$ cat src/rtl/tagpick_pkg.sv
package tagpick_pkg;

    typedef enum logic {
        MODE_RAND  = 1'b0,
        MODE_FIXED = 1'b1
    } tp_mode_e;

    typedef enum logic [1:0] {
        ST_IDLE   = 2'd0,
        ST_SETTLE = 2'd1,
        ST_HOP    = 2'd2,
        ST_FIN    = 2'd3
    } tp_state_e;

endpackage

$ cat src/rtl/tagpick_lfsr.sv
// Unrolled multi-step shift register: one feedback bit per step,
// gathered least significant first into the offset.
module tagpick_lfsr #(
    parameter int          SEED_W   = 16,
    parameter int          STEPS    = 4,
    parameter logic [15:0] TAP_MASK = 16'h002D
) (
    input  logic [SEED_W-1:0] seed_i,
    output logic [STEPS-1:0]  offset_o,
    output logic [SEED_W-1:0] seed_o
);
    logic [SEED_W-1:0] chain [STEPS+1];

    assign chain[0] = seed_i;

    for (genvar g = 0; g < STEPS; g++) begin : g_step
        logic fb;
        assign fb            = ^(chain[g] & SEED_W'(TAP_MASK));
        assign chain[g+1]    = {fb, chain[g][SEED_W-1:1]};
        assign offset_o[g]   = fb;
    end

    assign seed_o = chain[STEPS];

endmodule

$ cat src/rtl/tagpick_ring.sv
// Ring neighbour and exclusion lookup for the current candidate.
module tagpick_ring #(
    parameter int TAG_W = 4,
    localparam int NTAGS = 1 << TAG_W
) (
    input  logic [TAG_W-1:0] cur_i,
    input  logic [NTAGS-1:0] excl_i,
    output logic [TAG_W-1:0] nxt_o,
    output logic             cur_blk_o,
    output logic             nxt_blk_o
);
    assign nxt_o     = cur_i + TAG_W'(1);
    assign cur_blk_o = excl_i[cur_i];
    assign nxt_blk_o = excl_i[nxt_o];
endmodule

$ cat src/rtl/tagpick_fsm.sv
module tagpick_fsm
    import tagpick_pkg::*;
#(
    parameter int TAG_W  = 4,
    parameter int SEED_W = 16,
    localparam int NTAGS = 1 << TAG_W,
    localparam int CNT_W = TAG_W + 1
) (
    input  logic              clk,
    input  logic              rst_n,
    input  logic              req_i,
    input  logic              mode_i,
    input  logic [TAG_W-1:0]  start_i,
    input  logic [SEED_W-1:0] seed_i,
    input  logic [NTAGS-1:0]  excl_i,
    input  logic [TAG_W-1:0]  offset_i,
    input  logic [TAG_W-1:0]  rnd_off_i,
    input  logic [SEED_W-1:0] rnd_seed_i,
    output logic [TAG_W-1:0]  tag_o,
    output logic [SEED_W-1:0] seed_o,
    output logic [TAG_W-1:0]  start_o,
    output logic              done_o,
    output logic              busy_o
);
    tp_state_e         state_q, state_d;
    tp_mode_e          mode_q;
    logic [TAG_W-1:0]  cur_q;
    logic [TAG_W-1:0]  rem_q;
    logic [TAG_W-1:0]  start_q;
    logic [SEED_W-1:0] seed_q;
    logic [NTAGS-1:0]  excl_q;
    logic [CNT_W-1:0]  step_cnt_q;

    logic [TAG_W-1:0]  nxt;
    logic              cur_blk;
    logic              nxt_blk;
    logic [TAG_W-1:0]  eff_off;
    logic              accept;

    tagpick_ring #(.TAG_W(TAG_W)) ring_i (
        .cur_i     (cur_q),
        .excl_i    (excl_q),
        .nxt_o     (nxt),
        .cur_blk_o (cur_blk),
        .nxt_blk_o (nxt_blk)
    );

    assign accept  = (state_q == ST_IDLE) && req_i;
    assign eff_off = (tp_mode_e'(mode_i) == MODE_RAND) ? rnd_off_i : offset_i;

    // next-state logic
    always_comb begin
        state_d = state_q;
        unique case (state_q)
            ST_IDLE: begin
                if (req_i) begin
                    if (&excl_i)               state_d = ST_FIN;
                    else if (eff_off == '0)    state_d = ST_SETTLE;
                    else                       state_d = ST_HOP;
                end
            end
            ST_SETTLE: begin
                if (!cur_blk) state_d = ST_FIN;
            end
            ST_HOP: begin
                if (!nxt_blk && rem_q == TAG_W'(1)) state_d = ST_FIN;
            end
            ST_FIN: state_d = ST_IDLE;
            default: state_d = ST_IDLE;
        endcase
    end

    // state register
    always_ff @(posedge clk) begin
        if (!rst_n) state_q <= ST_IDLE;
        else        state_q <= state_d;
    end

    // datapath registers
    always_ff @(posedge clk) begin
        if (!rst_n) begin
            mode_q     <= MODE_RAND;
            cur_q      <= '0;
            rem_q      <= '0;
            start_q    <= '0;
            seed_q     <= '0;
            excl_q     <= '0;
            step_cnt_q <= '0;
        end else begin
            unique case (state_q)
                ST_IDLE: begin
                    if (accept) begin
                        mode_q     <= tp_mode_e'(mode_i);
                        cur_q      <= (&excl_i) ? '0 : start_i;
                        rem_q      <= eff_off;
                        start_q    <= start_i;
                        seed_q     <= (tp_mode_e'(mode_i) == MODE_RAND) ? rnd_seed_i : seed_i;
                        excl_q     <= excl_i;
                        step_cnt_q <= '0;
                    end
                end
                ST_SETTLE: begin
                    if (cur_blk) begin
                        cur_q      <= nxt;
                        step_cnt_q <= step_cnt_q + CNT_W'(1);
                    end else begin
                        step_cnt_q <= '0;
                    end
                end
                ST_HOP: begin
                    cur_q <= nxt;
                    if (nxt_blk) begin
                        step_cnt_q <= step_cnt_q + CNT_W'(1);
                    end else begin
                        step_cnt_q <= '0;
                        rem_q      <= rem_q - TAG_W'(1);
                    end
                end
                ST_FIN: step_cnt_q <= '0;
                default: step_cnt_q <= '0;
            endcase
        end
    end

    // outputs
    always_comb begin
        tag_o   = cur_q;
        seed_o  = seed_q;
        start_o = (mode_q == MODE_RAND) ? cur_q : start_q;
        done_o  = (state_q == ST_FIN);
        busy_o  = (state_q != ST_IDLE);
    end

    // completion is a single-cycle pulse
    a_r9_done_pulse: assert property (@(posedge clk) disable iff (!rst_n)
        done_o |=> !done_o);

    // one step never visits more than the ring size of candidates
    a_r9_step_bound: assert property (@(posedge clk) disable iff (!rst_n)
        step_cnt_q < CNT_W'(NTAGS));

    // captured request state is frozen while busy
    a_r10_busy_hold: assert property (@(posedge clk) disable iff (!rst_n)
        busy_o |=> ($stable(seed_q) && $stable(excl_q) && $stable(mode_q) && $stable(start_q)));

    // a finished walk never lands on an excluded tag
    a_r5_tag_allowed: assert property (@(posedge clk) disable iff (!rst_n)
        (done_o && !(&excl_q)) |-> !excl_q[tag_o]);

    // fully excluded ring yields tag zero
    a_r4_all_excl_zero: assert property (@(posedge clk) disable iff (!rst_n)
        (done_o && (&excl_q)) |-> (tag_o == '0));

    // the result does not move while idle
    a_r12_idle_hold: assert property (@(posedge clk) disable iff (!rst_n)
        (state_q == ST_IDLE && !req_i) |=> ($stable(tag_o) && $stable(seed_o) && $stable(start_o)));

endmodule

$ cat src/rtl/tagpick_top.sv
module tagpick_top
    import tagpick_pkg::*;
#(
    parameter int          TAG_W    = 4,
    parameter int          SEED_W   = 16,
    parameter logic [15:0] TAP_MASK = 16'h002D,
    localparam int         NTAGS    = 1 << TAG_W
) (
    input  logic              clk,
    input  logic              rst_n,
    input  logic              req_i,
    input  logic              mode_i,
    input  logic [TAG_W-1:0]  start_i,
    input  logic [SEED_W-1:0] seed_i,
    input  logic [NTAGS-1:0]  excl_i,
    input  logic [TAG_W-1:0]  offset_i,
    output logic [TAG_W-1:0]  tag_o,
    output logic [SEED_W-1:0] seed_o,
    output logic [TAG_W-1:0]  start_o,
    output logic              done_o,
    output logic              busy_o
);
    logic [TAG_W-1:0]  rnd_off;
    logic [SEED_W-1:0] rnd_seed;

    tagpick_lfsr #(
        .SEED_W   (SEED_W),
        .STEPS    (TAG_W),
        .TAP_MASK (TAP_MASK)
    ) lfsr_i (
        .seed_i   (seed_i),
        .offset_o (rnd_off),
        .seed_o   (rnd_seed)
    );

    tagpick_fsm #(
        .TAG_W  (TAG_W),
        .SEED_W (SEED_W)
    ) fsm_i (
        .clk        (clk),
        .rst_n      (rst_n),
        .req_i      (req_i),
        .mode_i     (mode_i),
        .start_i    (start_i),
        .seed_i     (seed_i),
        .excl_i     (excl_i),
        .offset_i   (offset_i),
        .rnd_off_i  (rnd_off),
        .rnd_seed_i (rnd_seed),
        .tag_o      (tag_o),
        .seed_o     (seed_o),
        .start_o    (start_o),
        .done_o     (done_o),
        .busy_o     (busy_o)
    );

endmodule

$ cat config.mk
export PLATFORM = sky130hd
export DESIGN_NAME = tagpick_top
export DESIGN_NICKNAME = d
export VERILOG_FILES = /design/src/rtl/tagpick_pkg.sv /design/src/rtl/tagpick_lfsr.sv /design/src/rtl/tagpick_ring.sv /design/src/rtl/tagpick_fsm.sv /design/src/rtl/tagpick_top.sv
export SDC_FILE = /design/constraint.sdc
export NUM_CORES = 1
export LEC_CHECK = 0
export CAP_MARGIN = 20
export CELL_PAD_IN_SITES_DETAIL_PLACEMENT = 1
export CELL_PAD_IN_SITES_GLOBAL_PLACEMENT = 1
export CORE_MARGIN = 4
export CORE_UTILIZATION = 35
export DETAILED_ROUTE_END_ITERATION = 8
export PLACE_DENSITY_LB_ADDON = 0.1
export SYNTH_ARGS = -nofsm -noshare
export SYNTH_HDL_FRONTEND = slang
export SYNTH_SLANG_ARGS = --single-unit
$ cat constraint.sdc
create_clock -name clk -period 3.22 [get_ports clk]
set_input_delay 0.644 -clock clk [delete_from_list [all_inputs] [get_ports clk]]
set_output_delay 0.644 -clock clk [all_outputs]
set_load 0.02 [all_outputs]
; Word level (Yosys, flattened, before mapping)
; Index checks and enable logic that the tools add are counted.
; Widths: inputs -> output; s select.
[word_totals]
ff_bits = 47
inputBits = 44
out_inout_bits = 26
elab_cells = 58
[op_classes]
n_addsub = 2
n_lt_le_gt_ge = 2
eq_ne = 10
n_mux = 20
reduce_logical = 17
[ops]
columns = cell, count
row1 = $reduce_xor 16->1, 4
row2 = $mux 4, 7
row3 = $mux 16, 1
row4 = $reduce_and 16->1, 1
row5 = $pmux 4 s3, 1
row6 = $lt 4x5->1 const B, 2
row7 = $mux 2, 5
row8 = $reduce_and 3->1, 3
row9 = $bmux 1 s4, 2
row10 = $pmux 2 s4, 1
row11 = $pmux 4 s2, 1
row12 = $ne 2x1->1 const B, 3
row13 = $ne 2x2->1 const B, 3
row14 = $add 4x1->4 const B, 1
row15 = $eq 2x2->1 const B, 2
row16 = $eq 4x1->1 const B, 1
row17 = $logic_not 4->1, 1
row18 = $reduce_bool 2->1, 2
row19 = $sub 4x1->4 const B, 1
row20 = $reduce_bool 3->1, 1
row21 = $eq 2x1->1 const B, 1
row22 = $logic_and 1x1->1, 2
row23 = $logic_not 2->1, 1
row24 = $mux 1, 2
row25 = 2 further kinds, 2

; Depth between registers and ports, before layout
; Gate-level depths: netlist (run 1).
[depth]
ltp_word = 7
mapped_depth = 8
ltp_nobuf = 8

; Cells and area by module
; A second synthesis (run 1) with hierarchy kept.
[hier_totals]
hier_cells = 315
area_unflattened_um2 = 2829.0
[modules_own_cells]
columns = mod, instances, cells_per_inst, area_each_um2, seq_area_each_um2
row1 = tagpick_fsm, 1, 253, 2250.9, 940.9
row2 = tagpick_ring, 1, 32, 325.3, 0.0
row3 = tagpick_lfsr, 1, 30, 252.7, 0.0

; Worst setup path after synthesis (run 1)
; Ideal clock, no wire load.
[synth_path]
path_type = reg2reg
start = reg fsm_i.cur_q[1] (netlist: fsm_i.tag_o[1])
end = reg fsm_i.rem_q[1]
setup_ns = 0.116
t_arrival_ns = 2.416
required_time_ns = 3.104
path_slack_ns = 0.687
path_stages_with_launch = 8
n_path_buf = 0
period_less_slack_ns = 2.533
path_cell_list = dfxtp_1 > ha_1 > mux4_1 > mux2_2 > nand3_2 > nand3_4 > or3_2 > o211a_1
[synth_via]
elab_chain_cells = 5
[synth_rtl]
columns = item, line
row1 = from (decl), tagpick_fsm.sv:27  ; logic [TAG_W-1:0] cur_q;
row2 = from (signal assigned), tagpick_fsm.sv:94  ; cur_q <= (&excl_i) ? '0 : start_i;
row3 = from (signal assigned), tagpick_fsm.sv:104  ; cur_q <= nxt;
row4 = from (signal assigned), tagpick_fsm.sv:111  ; cur_q <= nxt;
row5 = $add 4x1->4, tagpick_ring.sv:12  ; assign nxt_o = cur_i + TAG_W'(1);
row6 = $bmux 1 s4, tagpick_ring.sv:14  ; assign nxt_blk_o = excl_i[nxt_o];
row7 = $mux 1 (implied by the code), tagpick_ring.sv:14
row8 = $ne 2x2->1 (no line), n/a
row9 = $reduce_and 3->1 (no line), n/a
row10 = to (signal assigned), tagpick_fsm.sv:95  ; rem_q <= eff_off;
row11 = to (signal assigned), tagpick_fsm.sv:116  ; rem_q <= rem_q - TAG_W'(1);
row12 = to (decl), tagpick_fsm.sv:28  ; logic [TAG_W-1:0] rem_q;
; Every way passes these cells. The select of a mux whose other input is x is not followed.
; A chain may end at the register's enable or synchronous reset.

; Worst setup path in the final report (run 1)
; Ends and elaborated chain as after synthesis.

==> flow_summary.toml, run 1 <==
[status]
status = "finished clean"

[clock_tree]
cts_max_level = 2
cts_max_path_buffers = 2
clockRootBuffer = "clkbuf_8"
tritoncts = "yes"
cts.sinks = 47
cts-buffers-inserted = 5
clk_pin_slew_ns = 0.10
ctsResizeCount = 0
cts_setup_buffers = 0
cts_hold_buffers = 0
clkLatencyLatePin_ns = 0.31

[synth]
synth_edf_count = 0
synth_area_leaders = "dfxtp_1, mux2i_1, nand2_1, a21oi_1, mux4_1"
syn_area_per_cell_um2 = 8.621
synthXorXnorAreaFrac_pct = 3.946
synth_cells = 309
synth_top_cell_by_area = "dfxtp_1"
ys_ff_latch = 47
synthFlopType = "dfxtp_1"
synth_compound_area_share_pct = 17.57
netlist_area_um2 = 2664
yosysTopAreaCellShare_pct = 35.32
synth_most_common_cell = "nand2_1"
yosysSeqAreaShare_pct = 35.32
synthTopCellsByCount = "nand2_1, dfxtp_1, a21oi_1"
synth.distinct_cells = 47
yosys_warnings = 0
synthArstFlopShare_pct = 0
synth_top_family_by_area = "simple AND/OR/NAND/NOR gates"
synth_mux_area_share_pct = 15.45
synth_nets = 360
yosys.area_share.simple_pct = 20.43
synth-adder-area-share_pct = 3.288

[global_routing]
grt_pass1_vias = 2586
grt_max_degree = 44
antenna_found_initial = 0
grt_pass1_wl_um = 13080
overflow = 0
grtUsageTotal_pct = 18.39

[critical_path]
reg2reg_to = "fsm_i.rem_q[1]"
timing_worst_setup_path_type = "register to register"
reg2reg_depth = 7
path_max_fanout = 10
path_delay_family = "multiplexers"
start_kind = "register"
worst-r2r-setup-slack_ns = 0.55
cp_slowest_cell = "mux4_1"
reg2reg_from = "fsm_i.tag_o[1]"
cp_data_arrival_time_ns = 2.88
required_ns = 3.43
critPathBufInv = 0
cp_cell_sequence = "ha_1, mux4_1, mux2_2, nand3_2, nand3_4, or3_2, o211a_1"
slowest_delay_ns = 0.59
cp-end-kind = "register"

[run]
drv_cap = 0

[timing]
rsz0062_at_grt = "no"
holdWs_ns = 0.4621
relSlewSlack_pct = 38.46
fin_ws_ns = 0.5480
setup_viol_count_final = 0
hold_viol = 0
setup_tns_ns = 0
fmax_mhz = 374.2
fin_worst_skew_ns = 0.005727
slew_viol_final = 0
period_share_pct = 82.98
worstMarginPinSlew_ns = 0.9209
fin_crit_ns = 2.672

[hold_path]
hold_path_depth = 2
whs_endpoint = "fsm_i.start_q[0]"
min_path_type = "register to register"
hold_start = "fsm_i.start_q[0]"

[power]
power_density_nw_per_um2 = 806.3
fin_total_pwr_mw = 2.899
leakage_nw = 1.369
ir_worst_vdd_mv = 0.2704

[detailed_routing]
via_per_inst = 5.199
wire_per_inst_um = 16.72
ant_nets = 0
via_count = 2459
wl_um = 7908
drt-initial-drc-count = 80
drc_errors = 0
drt-pass1-iter-count = 4

[layout]
multiInputGateArea_um2 = 1617
final_nets = 424
final-seq-area_um2 = 940.9
layout-drive-gt1-share_pct = 8.021
diodes = 0
fillers = 840
area_delta_synth_final_pct = 34.99

[floorplanning]
die_h_um = 95.24
rows = 31
io_pins = 70
die_x_um = 95.24
dieArea_um2 = 9071
coreArea_um2 = 7331
initial_core_util_pct = 36.34

[placement]
hpwlAfterDp_um = 6099
globalplace.congestion = 0.8009
pre_cts_slack_ns = 0.5656
port_buffers = 69
==> how the worst max path moves through the flow <==
stage	startpoint	to	slack (ns)	depth (start not counted)
2_1_floorplan	fsm_i.tag_o[1]	fsm_i.rem_q[1]	0.69	7
3_3_place_gp	fsm_i.tag_o[1]	fsm_i.rem_q[1]	0.65	7
3_5_place_dp	fsm_i.tag_o[1]	fsm_i.rem_q[1]	0.57	7
4_1_cts	fsm_i.tag_o[1]	fsm_i.rem_q[1]	0.55	7
5_1_grt	fsm_i.tag_o[1]	fsm_i.state_q[0]	0.40	7
6_report	fsm_i.tag_o[1]	fsm_i.rem_q[1]	0.55	7
==> flip-flops by register name, indices dropped and copies added (netlist names) <==
register and count:
fsm_i.excl_q 16, fsm_i.seed_o 16, fsm_i.rem_q 4, fsm_i.start_q 4, fsm_i.tag_o 4, fsm_i.state_q 2
fsm_i.mode_q 1
==> per-stage QoR <==
stage	cell area, um^2	util, %	instances
after floorplan	2664	-	309
after global placement	3460	47.19	465
after detailed placement	3460	47.19	465
after CTS	3596	49.05	473
after global routing	3596	49.05	473
final	3596	49.05	473
==> layout make-up <==
type                            instances  share of cell area, %
Multi-Input combinational cell        236                  44.95
Sequential cell                        47                  26.17
Timing Repair Buffer                   75                  20.81
Tap cell                               99                  3.445
Clock buffer                            5                  1.914
Clock inverter                          3                  1.879
Inverter                                8                 0.8351
==> per-layer routing <==
| layer | up-vias | GRT usage, % | part of all wire [%] |
|---|---|---|---|
| met1 | 1165 | 25.08 | 47 |
| li1 | 1232 | - | - |
| met3 | 4 | 4.578 | 5.8 |
| met5 | - | 0 | 0 |
| met2 | 58 | 29.45 | 46 |
| met4 | 0 | 3.726 | 0.72 |
==> cell families after synthesis <==
logic type,after synthesis
AO/OA/AOI/OAI,70
XOR/XNOR,12
adder cells (fa/ha/maj),7
buffers and inverters,26
flip-flops,47
multiplexers,34
AND/OR/NAND/NOR,113
==> worst reg2reg max path: stages, from the launching register on <==
cell	delay, ns
dfxtp_1	0.41
ha_1	0.45
mux4_1	0.59
mux2_2	0.29
nand3_2	0.10
nand3_4	0.11
or3_2	0.49
o211a_1	0.14
==> where the power goes <==
part | switching, mW | internal [mW]
registers | 0.150 | 0.737
logic | 0.797 | 0.683
clock network | 0.222 | 0.310
total | 1.17 | 1.73
==> placed cells by master, fill, tap and decap left out, types with 2 or more instances in the layout <==
master | Yosys | layout
a211oi_1 | 13 | 13
a21oi_1 | 30 | 30
a221oi_1 | 3 | 3
a31o_2 | 2 | 2
a32oi_1 | 2 | 2
and3_2 | 2 | 2
buf_4 | 0 | 5
bufinv_16 | 0 | 2
clkbuf_8 | 0 | 5
clkdlybuf4s50_1 | 0 | 69
dfxtp_1 | 47 | 47
ha_1 | 7 | 7
inv_1 | 7 | 7
mux2_2 | 5 | 5
mux2i_1 | 25 | 25
mux4_1 | 4 | 4
nand2_1 | 53 | 53
nand2b_1 | 8 | 8
nand4_1 | 7 | 7
nor2_1 | 22 | 22
nor2b_1 | 6 | 6
nor3_1 | 4 | 4
o211a_1 | 2 | 2
o211ai_1 | 5 | 5
o21ai_0 | 5 | 5
xnor2_1 | 9 | 9
xor2_1 | 3 | 3
Note: power is estimated with default switching activity, not from simulation.
==> run 2: changes to the inputs <==
Settings changed: CORE_UTILIZATION 35 to 32.
Clock period 3.22 ns to 2.1 ns, I/O delays scaled along.
==> flow_summary.toml, run 2 (same netlist as run 1, synthesis figures left out) <==
[critical_path]
cp_data_arrival_time_ns = 2.48
cp-end-kind = "register"
cp_slowest_cell = "mux4_2"
start_kind = "register"
cp_cell_sequence = "ha_4, mux4_2, mux2_4, nand3_4, nand3_4, or3_4, o32ai_2"
cp_common_cell = "nand3_4"
required_ns = 2.32
timing_worst_setup_path_type = "register to register"
slowest_delay_ns = 0.49
critPathBufInv = 0
path_delay_family = "multiplexers"
path_max_fanout = 5

[clock_tree]
clk_pin_slew_ns = 0.11
cts_max_level = 2
clockRootBuffer = "clkbuf_8"
cts.sinks = 47
clkLatencyLatePin_ns = 0.31
cts_max_path_buffers = 2
cts-buffers-inserted = 5
cts_hold_buffers = 0
tritoncts = "yes"

[timing]
fmax_mhz = 442.7
setup_viol_count_final = 5
fin_crit_ns = 2.259
holdWs_ns = 0.4604
slew_viol_final = 0
fin_worst_skew_ns = 0.01091
relSlewSlack_pct = 79.18
fin_ws_ns = -0.1587
hold_viol = 0
period_share_pct = 107.6
worstMarginPinSlew_ns = 0.3095
rsz0062_at_grt = "yes"

[floorplanning]
io_pins = 70
coreArea_um2 = 8175
die_h_um = 99.24
initial_core_util_pct = 32.58
die_x_um = 99.24
rows = 33
dieArea_um2 = 9849

[layout]
final_nets = 452
final-seq-area_um2 = 952.2
area_delta_synth_final_pct = 43.64
layout_commonest_cell = "clkdlybuf4s50_1"
final_cell_area_um2 = 3826
fillers = 981
layout-drive-gt1-share_pct = 17.41
diodes = 0
multiInputGateArea_um2 = 1649
most-common-layout-cells = "clkdlybuf4s50_1, nand2_1, dfxtp_1"
fin_cells = 507

[power]
power_density_nw_per_um2 = 1177
leakage_nw = 1.506
ir_worst_vdd_mv = 0.4348

[detailed_routing]
wire_per_inst_um = 16.08
drt-initial-drc-count = 66
drc_errors = 0
drt-pass1-iter-count = 4
wl_um = 8154
via_count = 2550
via_per_inst = 5.030
ant_nets = 0

[global_routing]
grtUsageTotal_pct = 17.16
grt_max_degree = 50
grt_pass1_wl_um = 13750
grt_pass1_vias = 2726
antenna_found_initial = 0
overflow = 0

[hold_path]
min_path_type = "register to register"

[placement]
placed_area_um2 = 3717
hpwlAfterDp_um = 6318
port_buffers = 69
globalplace.congestion = 0.8131
place_inst = 498

[status]
violations = "setup timing"
status = "finished with violations"

[run]
drv_cap = 0
==> run 2: cell count changes in the layout (fill, tap and decap cells not counted), moves of 2 or more <==
cell,before,now
buf_4,5,32
bufinv_16,2,0
clkdlybuf4s50_1,69,66
clkinv_4,0,2
dfxtp_1,47,42
dfxtp_2,0,3
dfxtp_4,0,2
dlygate4sd2_1,0,2
mux4_1,4,1
mux4_2,0,3
==> run 2: final timing paths <==
path	from	to	slack, ns	cells after the start
max	fsm_i.tag_o[0]	fsm_i.state_q[0]	-0.16	7
min	fsm_i.start_q[0]	fsm_i.start_q[0]	0.46	2
max reg2reg	fsm_i.tag_o[0]	fsm_i.state_q[0]	-0.16	7
min reg2reg	fsm_i.start_q[0]	fsm_i.start_q[0]	0.46	2
==> run 2: cell type report <==
cell class	count	share of cell area, %
multi-input cells	236	43.10
repair buffers	103	25.38
flip-flops and latches	47	24.89
well taps	105	3.434
clock buffers	5	1.799
inverters	8	0.7848
clock inverters	3	0.6213
==> run 2: metal layers <==
metal  GRT usage (%)  share of wire, %
met5               0                 0
met3           3.717               4.1
met1           23.20                48
met4           3.466              0.80
met2           28.31                47
==> run 2: timing repair <==
item,in CTS,in global routing
setup endpoints to repair,11,8
resized for setup,5,6
setup buffers,1,0
pin swaps,2,2
==> run 2: tightest hold or removal path, stage by stage, from the launching register on <==
cell and delay (ns):
dfxtp_1 0.32, nand2_1 0.05, a21oi_1 0.05
==> run 2: where the power goes <==
group,internal [mW],leakage (nW),switching [mW]
Sequential,1.14,0.390,0.199
Combinational,1.26,1.07,1.32
Clock,0.240,0.0486,0.346
==> run 2: stage by stage <==
step                setup TNS [ns]  total power, mW  setup slack [ns]  utilization [%]
floorplan                  -0.3495            2.921           -0.1210                -
detailed placement         -0.6708            3.935           -0.1588            45.47
CTS                        -0.6230            4.549           -0.1723            46.69
finish                     -0.5454            4.503           -0.1587            46.80
global placement           -0.3932            3.888          -0.09338            45.47
global route               -0.9621            4.875           -0.2091            46.80
